==> src/rtl/drm_pkg.sv <==
package drm_pkg;

  typedef enum logic [2:0] {
    ST_IDLE  = 3'd0,
    ST_ADDR  = 3'd1,
    ST_READ  = 3'd2,
    ST_PEND  = 3'd3,
    ST_WRITE = 3'd4,
    ST_DONE  = 3'd5
  } drm_state_e;

  typedef enum logic [1:0] {
    SK_LOAD  = 2'd0,
    SK_READ  = 2'd1,
    SK_WRITE = 2'd2
  } strobe_kind_e;

  // Delays below one cycle are raised to one.
  function automatic int clamp_delay(input int t);
    return (t < 1) ? 1 : t;
  endfunction

  function automatic int max4(input int a, input int b, input int c, input int d);
    int m;
    m = a;
    if (b > m) m = b;
    if (c > m) m = c;
    if (d > m) m = d;
    return m;
  endfunction

  // Counter width able to hold (max_delay - 1), at least one bit.
  function automatic int count_width(input int max_delay);
    return (max_delay < 2) ? 1 : $clog2(max_delay);
  endfunction

  // Which phase accepts which strobe.
  function automatic logic strobe_allowed(input drm_state_e s, input strobe_kind_e k);
    case (k)
      SK_LOAD:  return (s == ST_IDLE) || (s == ST_DONE);
      SK_READ:  return (s == ST_IDLE);
      default:  return (s == ST_PEND);
    endcase
  endfunction

  function automatic logic phase_is_timed(input drm_state_e s);
    return (s == ST_ADDR) || (s == ST_READ) || (s == ST_WRITE);
  endfunction

endpackage

==> src/rtl/drm_phase_timer.sv <==
module drm_phase_timer #(
  parameter int CW = 2
) (
  input  logic          clk,
  input  logic          rst,
  input  logic          load_i,
  input  logic [CW-1:0] load_val_i,
  output logic          done_o
);

  logic [CW-1:0] cnt_q;
  logic          run_q;

  always_ff @(posedge clk) begin
    if (rst) begin
      cnt_q <= '0;
      run_q <= 1'b0;
    end else if (load_i) begin
      cnt_q <= load_val_i;
      run_q <= 1'b1;
    end else if (run_q) begin
      if (cnt_q == '0) run_q <= 1'b0;
      else             cnt_q <= cnt_q - CW'(1);
    end
  end

  assign done_o = run_q && (cnt_q == '0);

  AST_TIMER_COUNTS_DOWN: assert property (@(posedge clk) disable iff (rst)
    (run_q && !load_i && cnt_q != '0) |=> (cnt_q == $past(cnt_q) - CW'(1)));

  AST_TIMER_STOPS: assert property (@(posedge clk) disable iff (rst)
    (done_o && !load_i) |=> !run_q);

endmodule

==> src/rtl/drm_store.sv <==
module drm_store #(
  parameter int AW = 4,
  parameter int DW = 8
) (
  input  logic          clk,
  input  logic          rst,
  input  logic [AW-1:0] addr_i,
  input  logic          rd_clr_i,
  input  logic          wr_i,
  input  logic [DW-1:0] wdata_i,
  output logic [DW-1:0] rdata_o
);

  localparam int DEPTH = 1 << AW;

  logic [DW-1:0]    mem_q [DEPTH];
  logic [DEPTH-1:0] hit;

  for (genvar g = 0; g < DEPTH; g++) begin : g_dec
    assign hit[g] = (addr_i == AW'(g));
  end

  always_ff @(posedge clk) begin
    if (rst) begin
      for (int i = 0; i < DEPTH; i++) mem_q[i] <= '0;
    end else begin
      for (int i = 0; i < DEPTH; i++) begin
        if (hit[i] && (rd_clr_i || wr_i)) mem_q[i] <= wr_i ? wdata_i : '0;
      end
    end
  end

  assign rdata_o = mem_q[addr_i];

  AST_READ_ERASES: assert property (@(posedge clk) disable iff (rst)
    (rd_clr_i && !wr_i) |=> (mem_q[$past(addr_i)] == '0));

  AST_ONE_ACCESS: assert property (@(posedge clk) disable iff (rst)
    !(rd_clr_i && wr_i));

endmodule

==> src/rtl/drm_seq.sv <==
module drm_seq
  import drm_pkg::*;
#(
  parameter int CW       = 2,
  parameter int LV_ADDR  = 1,
  parameter int LV_READ  = 1,
  parameter int LV_WRITE = 1
) (
  input  logic          clk,
  input  logic          rst,
  input  logic          ld_i,
  input  logic          rd_i,
  input  logic          wr_i,
  input  logic          phase_done_i,
  output drm_state_e    state_o,
  output logic          phase_load_o,
  output logic [CW-1:0] phase_val_o,
  output logic          ld_fire_o,
  output logic          rd_fire_o,
  output logic          wr_fire_o,
  output logic          err_o
);

  drm_state_e state_q, state_d;
  logic       err_q;
  logic [1:0] n_strobes;
  logic       multi, any_strobe, bad_strobe;

  assign n_strobes  = {1'b0, ld_i} + {1'b0, rd_i} + {1'b0, wr_i};
  assign multi      = n_strobes > 2'd1;
  assign any_strobe = n_strobes != 2'd0;

  assign ld_fire_o  = ld_i && !multi && strobe_allowed(state_q, SK_LOAD);
  assign rd_fire_o  = rd_i && !multi && strobe_allowed(state_q, SK_READ);
  assign wr_fire_o  = wr_i && !multi && strobe_allowed(state_q, SK_WRITE);
  assign bad_strobe = any_strobe && !(ld_fire_o || rd_fire_o || wr_fire_o);

  always_comb begin
    state_d = state_q;
    case (state_q)
      ST_IDLE: begin
        if (ld_fire_o)      state_d = ST_ADDR;
        else if (rd_fire_o) state_d = ST_READ;
      end
      ST_ADDR:  if (phase_done_i) state_d = ST_IDLE;
      ST_READ:  if (phase_done_i) state_d = ST_PEND;
      ST_PEND:  if (wr_fire_o)    state_d = ST_WRITE;
      ST_WRITE: if (phase_done_i) state_d = ST_DONE;
      ST_DONE:  if (ld_fire_o)    state_d = ST_ADDR;
      default:  state_d = ST_IDLE;
    endcase
  end

  always_comb begin
    phase_load_o = ld_fire_o || rd_fire_o || wr_fire_o;
    if (ld_fire_o)      phase_val_o = CW'(LV_ADDR);
    else if (rd_fire_o) phase_val_o = CW'(LV_READ);
    else                phase_val_o = CW'(LV_WRITE);
  end

  always_ff @(posedge clk) begin
    if (rst) begin
      state_q <= ST_IDLE;
      err_q   <= 1'b0;
    end else begin
      state_q <= state_d;
      if (bad_strobe) err_q <= 1'b1;
    end
  end

  assign state_o = state_q;
  assign err_o   = err_q;

  AST_ERR_STICKY: assert property (@(posedge clk) disable iff (rst)
    err_q |=> err_q);

  AST_IGNORED_STROBE_HOLDS: assert property (@(posedge clk) disable iff (rst)
    (bad_strobe && !phase_done_i) |=> (state_q == $past(state_q)));

  AST_MULTI_FLAGS: assert property (@(posedge clk) disable iff (rst)
    multi |=> err_q);

  AST_READ_FROM_IDLE: assert property (@(posedge clk) disable iff (rst)
    (state_q == ST_READ && $past(state_q) != ST_READ) |-> ($past(state_q) == ST_IDLE));

  AST_WRITE_FROM_PEND: assert property (@(posedge clk) disable iff (rst)
    (state_q == ST_WRITE && $past(state_q) != ST_WRITE) |-> ($past(state_q) == ST_PEND));

  AST_DONE_EXIT_BY_LOAD: assert property (@(posedge clk) disable iff (rst)
    ($past(state_q) == ST_DONE && state_q != ST_DONE) |-> (state_q == ST_ADDR));

endmodule

==> src/rtl/drm_restore_mem.sv <==
module drm_restore_mem
  import drm_pkg::*;
#(
  parameter int AW      = 4,
  parameter int DW      = 8,
  parameter int T_ADDR  = 2,
  parameter int T_OUT   = 3,
  parameter int T_RREC  = 2,
  parameter int T_WDONE = 2
) (
  input  logic          clk,
  input  logic          rst,
  input  logic [AW-1:0] addr_i,
  input  logic          addr_ld_i,
  input  logic          rd_i,
  input  logic          wr_i,
  input  logic [DW-1:0] wr_data_i,
  output logic [DW-1:0] rd_data_o,
  output logic [2:0]    state_o,
  output logic          busy_o,
  output logic          err_o
);

  localparam int TA_E  = clamp_delay(T_ADDR);
  localparam int TO_E  = clamp_delay(T_OUT);
  localparam int TR_E  = clamp_delay(T_RREC);
  localparam int TW_E  = clamp_delay(T_WDONE);
  localparam int MAX_T = max4(TA_E, TO_E, TR_E, TW_E);
  localparam int CW    = count_width(MAX_T);

  drm_state_e    state;
  logic          phase_load, phase_done, out_done;
  logic [CW-1:0] phase_val;
  logic          ld_fire, rd_fire, wr_fire;
  logic [AW-1:0] addr_q;
  logic [DW-1:0] word_rd, hold_q, dout_q;

  drm_seq #(
    .CW(CW), .LV_ADDR(TA_E - 1), .LV_READ(TR_E - 1), .LV_WRITE(TW_E - 1)
  ) u_seq (
    .clk(clk), .rst(rst), .ld_i(addr_ld_i), .rd_i(rd_i), .wr_i(wr_i),
    .phase_done_i(phase_done), .state_o(state), .phase_load_o(phase_load),
    .phase_val_o(phase_val), .ld_fire_o(ld_fire), .rd_fire_o(rd_fire),
    .wr_fire_o(wr_fire), .err_o(err_o)
  );

  drm_phase_timer #(.CW(CW)) u_phase_tmr (
    .clk(clk), .rst(rst), .load_i(phase_load), .load_val_i(phase_val),
    .done_o(phase_done)
  );

  drm_phase_timer #(.CW(CW)) u_out_tmr (
    .clk(clk), .rst(rst), .load_i(rd_fire), .load_val_i(CW'(TO_E - 1)),
    .done_o(out_done)
  );

  drm_store #(.AW(AW), .DW(DW)) u_store (
    .clk(clk), .rst(rst), .addr_i(addr_q), .rd_clr_i(rd_fire),
    .wr_i(wr_fire), .wdata_i(wr_data_i), .rdata_o(word_rd)
  );

  always_ff @(posedge clk) begin
    if (rst) begin
      addr_q <= '0;
      hold_q <= '0;
      dout_q <= '0;
    end else begin
      if (ld_fire)  addr_q <= addr_i;
      if (rd_fire)  hold_q <= word_rd;
      if (out_done) dout_q <= hold_q;
    end
  end

  assign rd_data_o = dout_q;
  assign state_o   = state;
  assign busy_o    = phase_is_timed(state);

  AST_DOUT_HOLDS: assert property (@(posedge clk) disable iff (rst)
    !out_done |=> $stable(rd_data_o));

  AST_ADDR_ONLY_ON_LOAD: assert property (@(posedge clk) disable iff (rst)
    !ld_fire |=> $stable(addr_q));

endmodule

==> config.mk <==
export PLATFORM = sky130hd
export DESIGN_NAME = drm_restore_mem
export DESIGN_NICKNAME = d
export VERILOG_FILES = /design/src/rtl/drm_pkg.sv /design/src/rtl/drm_phase_timer.sv /design/src/rtl/drm_store.sv /design/src/rtl/drm_seq.sv /design/src/rtl/drm_restore_mem.sv
export SDC_FILE = /design/constraint.sdc
export NUM_CORES = 1
export LEC_CHECK = 0
export ABC_AREA = 0
export BUFFER_PORTS_ARGS = -buffer_cell sky130_fd_sc_hd__buf_2
export CAP_MARGIN = 10
export CORE_MARGIN = 5
export CORE_UTILIZATION = 35
export CTS_BUF_LIST = sky130_fd_sc_hd__clkbuf_4 sky130_fd_sc_hd__clkbuf_8
export CTS_CLUSTER_DIAMETER = 200
export DETAILED_ROUTE_END_ITERATION = 8
export HOLD_SLACK_MARGIN = 0.15
export MAX_ROUTING_LAYER = met4
export PLACE_DENSITY = 0.55
export SETUP_SLACK_MARGIN = 0.5
export SYNTH_ARGS = -nofsm -noshare
export SYNTH_HDL_FRONTEND = slang
export SYNTH_SLANG_ARGS = --single-unit
==> constraint.sdc <==
create_clock -name clk -period 3.9 [get_ports clk]
set_clock_uncertainty 0.05 [all_clocks]
set_input_delay 0.39 -clock clk [delete_from_list [all_inputs] [get_ports clk]]
set_output_delay 0.39 -clock clk [all_outputs]
set_load 0.005 [all_outputs]
; Word level (Yosys, flattened, before mapping)
; Memory sizes are Yosys's and may differ from the RTL's. A register that Yosys moved wholly into a read port is not among the register bits.
; Cells that the tools add are included.
[op_classes]
n_eq_ne = 28
addsub = 4
magnitude_cmp = 1
mul = 0
n_mux = 87
div_mod_pow = 0
reduce_logical = 47
n_bitwise = 18
n_shift = 0
[ops]
columns = operator, n
row1 = two-way mux 8 bit, 17
row2 = two-way mux 1 bit, 59
row3 = "== test 4 bit, second input constant", 8
row4 = logical AND 1 bit, 25
row5 = two-way mux 3 bit, 7
row6 = one-hot mux 3 bit (6 select lines), 1
row7 = "== test 4 x 3 -> 1 bit, second input constant", 4
row8 = bitwise OR 1 bit, 16
row9 = "inequality test 2 bit, second input constant", 5
row10 = "== test 4 x 2 -> 1 bit, second input constant", 2
row11 = AND reduction 2 bit, 4
row12 = "== test 3 x 2 -> 1 bit, second input constant", 2
row13 = "== test 3 bit, second input constant", 2
row14 = logical OR 1 bit, 6
row15 = two-way mux 2 bit, 3
row16 = AND reduction 6 bit, 1
row17 = nonzero test 2 bit, 3
row18 = "== test 4 x 1 -> 1 bit, second input constant", 1
row19 = logical NOT 2 bit, 2
row20 = logical NOT 4 bit, 1
row21 = "inequality test 2 x 1 -> 1 bit, second input constant", 2
row22 = OR reduction 2 bit, 2
row23 = "subtractor 2 x 1 -> 2 bit, second input constant", 2
row24 = "== test 3 x 1 -> 1 bit, second input constant", 1
row25 = other kinds (7), 9
[totals]
ff_bits = 22
mem_bits_rw = 128
elab_cells = 196
latchBits = 0
output_inout_bits = 13
mem_count = 1
romBits = 0
[mem_list]
columns = memory, words, width, read_ports, rd_ports_with_merged_regs, write_ports, line_no
row1 = u_store.mem_q, 16, 8, 1, 1, 16, drm_store.sv:16  ; logic [DW-1:0] mem_q [DEPTH];

; Logic depth before layout (Yosys ltp)
[depth]
word_depth = 12
mapped_depth = 7
ltp_nobuf = 6

; Hierarchy
; A second synthesis with hierarchy kept.
[unflattened]
hier_cells = 493
hier_area_um2 = 6816.5
[by_module_without_submodules]
columns = mod, cells_per_inst, seq_area_each_um2, area_per_inst_um2, instances
row1 = drm_store, 339, 3843.7, 5411.4, 1
row2 = drm_restore_mem, 70, 400.4, 742.0, 1
row3 = drm_seq, 46, 80.1, 347.8, 1
row4 = drm_phase_timer, 19, 60.1, 157.7, 2

; Worst setup path before layout
; No wires, ideal clock.
[synth_path]
kind = input port to flip-flop
from = in wr_i
to = mem u_store.mem_q[11][0] (enable)
arrival_time_ns = 1.915
path_slack_ns = 1.560
stages = 7
path_buffers = 1
t_required_ns = 3.475
path_cell_list = inv_1 fa_1 nand2b_4 a21oi_4 buf_8 nand3_2 o21bai_1
[synth_lines]
columns = item, line_no
row1 = from (decl), drm_restore_mem.sv:16  ; input logic wr_i,
row2 = to (decl), drm_store.sv:16

==> results by group <==
Critical path
  – CP Cell Sequence: or3b_4 > a21oi_4 > nand2_1 > o21bai_1
  – Nature of the critical path endpoint: flop
  – Crit path max fanout: 15
  – Slowest CP cell: o21bai_1
  – Crit-path max cell delay: 630 ps
  – Delay-heaviest family, CP: compound AO/OA/AOI/OAI gates
  – Setup CP Type: flop to flop
  – Setup crit start kind: flop
  – WP buf/inv: 0
  – Worst Path Arrival: 2880 ps
  – CP required: 3940 ps

Routing
  – Detailed-router iteration count before antenna repair: 5
  – Antenna viol nets, final: 0
  – Detailed-route via count: 3998
  – Wire per inst: 20.7 um
  – Via-to-Cell Ratio: 5.09
  – Iter 0 DRT Violations: 252
  – DR DRC count: 0
  – Final wirelength: 16300 um

Die
  – Die Wd: 151 um
  – Die ar.: 22900 um^2
  – Num rows: 51
  – Die Height: 151 um
  – Core area: 19500 um^2
  – Initial Utilization: 35.7%
  – Ports: 30

Yosys
  – Synth top area cells: edfxtp_1 55%, mux4_2 10%, dfxtp_1 8.6%
  – Number of flops mapped to enable cells by yosys: 128
  – Post-synth top area share: 55.1%
  – Number of synthesized register bits: 158
  – Most frequent cell after synthesis: edfxtp_1
  – Net Count, Synth: 497
  – Synth Area in Adders: 0.466%
  – Mux contribution to synthesized area: 14.8%
  – Netlist cell types: 49
  – Cell taking the most area after synthesis: edfxtp_1
  – Mapped Cells: 478
  – Syn avg cell area: 14.6 um^2
  – FFs w/ async S/R, synth: 0%
  – Synth Area in Compound Gates: 3.73%
  – Xor/xnor share of the synthesized area: 0.251%
  – Main combinational cell family by area after synthesis: multiplexers
  – Most used DFF post-synth: edfxtp_1
  – Synth Area in Simple Gates: 13.1%
  – Synth Cell Area: 6980 um^2
  – Post-synthesis sequential area ratio: 63.7%
  – Synth top cells by count: 128 x edfxtp_1, 99 x nor2_1, 32 x mux4_2
  – Yosys warnings: 0

Timing
  – Max-slew headroom: 30.5%
  – Post-route setup TNS: 0 ps
  – Setup ws final: 1060 ps
  – Worst-margin pin slew: 1040 ps
  – Final Hold Viols: 0
  – Hold slack: 197 ps
  – FMAX: 352 MHz
  – Final worst path period share: 72.8%
  – Min Tclk post-route: 2840 ps
  – RSZ-0062 raised after global routing: false
  – Final setup vio count: 0
  – Final Max Tran Viols: 0

Power
  – Worst vdd ir: 0.191 mV
  – Pwr dens: 484 nW/um^2
  – Leakage power total: 2.56 nW

Placement
  – Instance area after placement: 7330 um^2
  – Routability Congestion: 0.855
  – Hpwl dp: 11500 um
  – Post-place setup slack: 851 ps
  – Port Buffers: 29

Run
  – Max cap viols: 0

Run status
  – Status: complete, no violations

Clock tree
  – Clock root cell: clkbuf_8
  – Clock transition at the registers of the reported paths: 80 ps
  – CTS tree: done
  – Htree depth: 4
  – Clock sinks: 158
  – Skew-Pair Late Insertion Delay: 460 ps
  – CTS Buffer Depth: 2
  – CTS Buf Count: 17
  – Setup bufs post-CTS: 0

Layout
  – Fin area: 7700 um^2
  – Finished Core Util: 39.5%
  – Share of layout cells above drive strength 1: 25.3%
  – Final #Nets: 527
  – Ant diodes: 0
  – Area growth from synthesis to layout: 10.4%

Global routing
  – Remaining Overflow, GRT: 0
  – Vias in the first global route: 4074
  – Initial antenna violation count: 0
  – First-pass GRT wire length: 25500 um
  – Pin count of the biggest net entering global routing: 50
  – Global Route Usage Sum: 16.0%

Worst hold path
  – Worst min path class: input pin to flop
-- worst paths after layout --
check / startpoint / endpoint / slack [ps] / depth (start not counted)
min reg2reg: u_seq.err_o / u_seq.err_o / 430 / 1
max reg2reg: u_seq.state_o[1] / u_store.mem_q[12][5] / 1060 / 4
min: addr_i[2] / addr_q[2] / 200 / 3
max: u_seq.state_o[1] / u_store.mem_q[12][5] / 1060 / 4
-- cells in the final DEF (no fill, tap or decap), types with 2 or more instances in the layout --
| master | instances |
|---|---|
| edfxtp_1 | 128 |
| nand3_1 | 3 |
| nand2_2 | 8 |
| nand3b_1 | 8 |
| nor3_1 | 3 |
| nand2b_1 | 13 |
| a311oi_1 | 2 |
| clkinv_1 | 2 |
| inv_6 | 5 |
| o21bai_1 | 6 |
| nand2_1 | 11 |
| nor2b_1 | 5 |
| clkinvlp_4 | 3 |
| buf_4 | 12 |
| buf_2 | 29 |
| dfxtp_1 | 29 |
| clkinv_4 | 4 |
| nor2_2 | 2 |
| nand3_4 | 4 |
| a21oi_1 | 6 |
| inv_1 | 15 |
| mux4_2 | 32 |
| mux2i_1 | 30 |
| clkbuf_8 | 17 |
| dlygate4sd3_1 | 3 |
| o21ai_0 | 4 |
| o221ai_1 | 8 |
| nand4_2 | 3 |
| nor2_1 | 99 |
| nand3_2 | 4 |
-- power by group --
part | switching, mW | total [mW] | internal, mW | leakage [nW]
Sequential | 0.122 | 2.04 | 1.92 | 1.57
Combinational | 0.333 | 0.601 | 0.268 | 0.822
Clock | 0.640 | 1.09 | 0.447 | 0.169
Total | 1.09 | 3.73 | 2.64 | 2.56
-- kinds of logic (layout without fill, tap and decap cells) --
logic type / Yosys count / in the layout
multiplexers: 63 / 63
XOR/XNOR: 2 / 2
AND/OR/NAND/NOR: 172 / 172
adder cells (fa/ha/maj): 2 / 2
AO/OA/AOI/OAI: 33 / 33
flip-flops: 158 / 158
buffers and inverters: 48 / 91
-- layout make-up --
cell class	count	area, um^2
clock buffer	17	234
clock inverter	15	114
fill	1870	11800
inverter	15	56.3
multi-input combinational	272	2260
sequential	158	4450
tap	265	332
timing repair buffer	44	265
-- sequential cells by signal, summed over array words and instances (netlist names) --
name               flops
u_seq.state_o          3
u_store.mem_q        128
u_out_tmr.cnt_q        2
rd_data_o              8
u_seq.err_o            1
hold_q                 8
u_phase_tmr.cnt_q      2
u_phase_tmr.run_q      1
addr_q                 4
u_out_tmr.run_q        1
-- metrics by stage --
| stage | power, mW | std cells |
|---|---|---|
| floorplan | 2.51 | 478 |
| detailed placement | 2.68 | 751 |
| global placement | 2.67 | 751 |
| global route | 3.90 | 786 |
| CTS | 3.75 | 786 |
| finish | 3.73 | 786 |
-- metal layers --
layer / global-route usage (%) / wire length [um]
met2: 25.0 / 8080
met5: - / 0
met4: 4.67 / 241
met1: 20.8 / 7160
met3: 3.80 / 819
-- timing repair --
item,CTS,global route
hold buffers,3,0
endpoints found under the setup margin,0,0
hold endpoints to repair,3,0
resized for setup,0,0
-- worst reg2reg max path: stages (launching register included) --
cell and delay (ps):
dfxtp_1 480, or3b_4 460, a21oi_4 620, nand2_1 240, o21bai_1 630
Power figures use the tool's default switching activity.
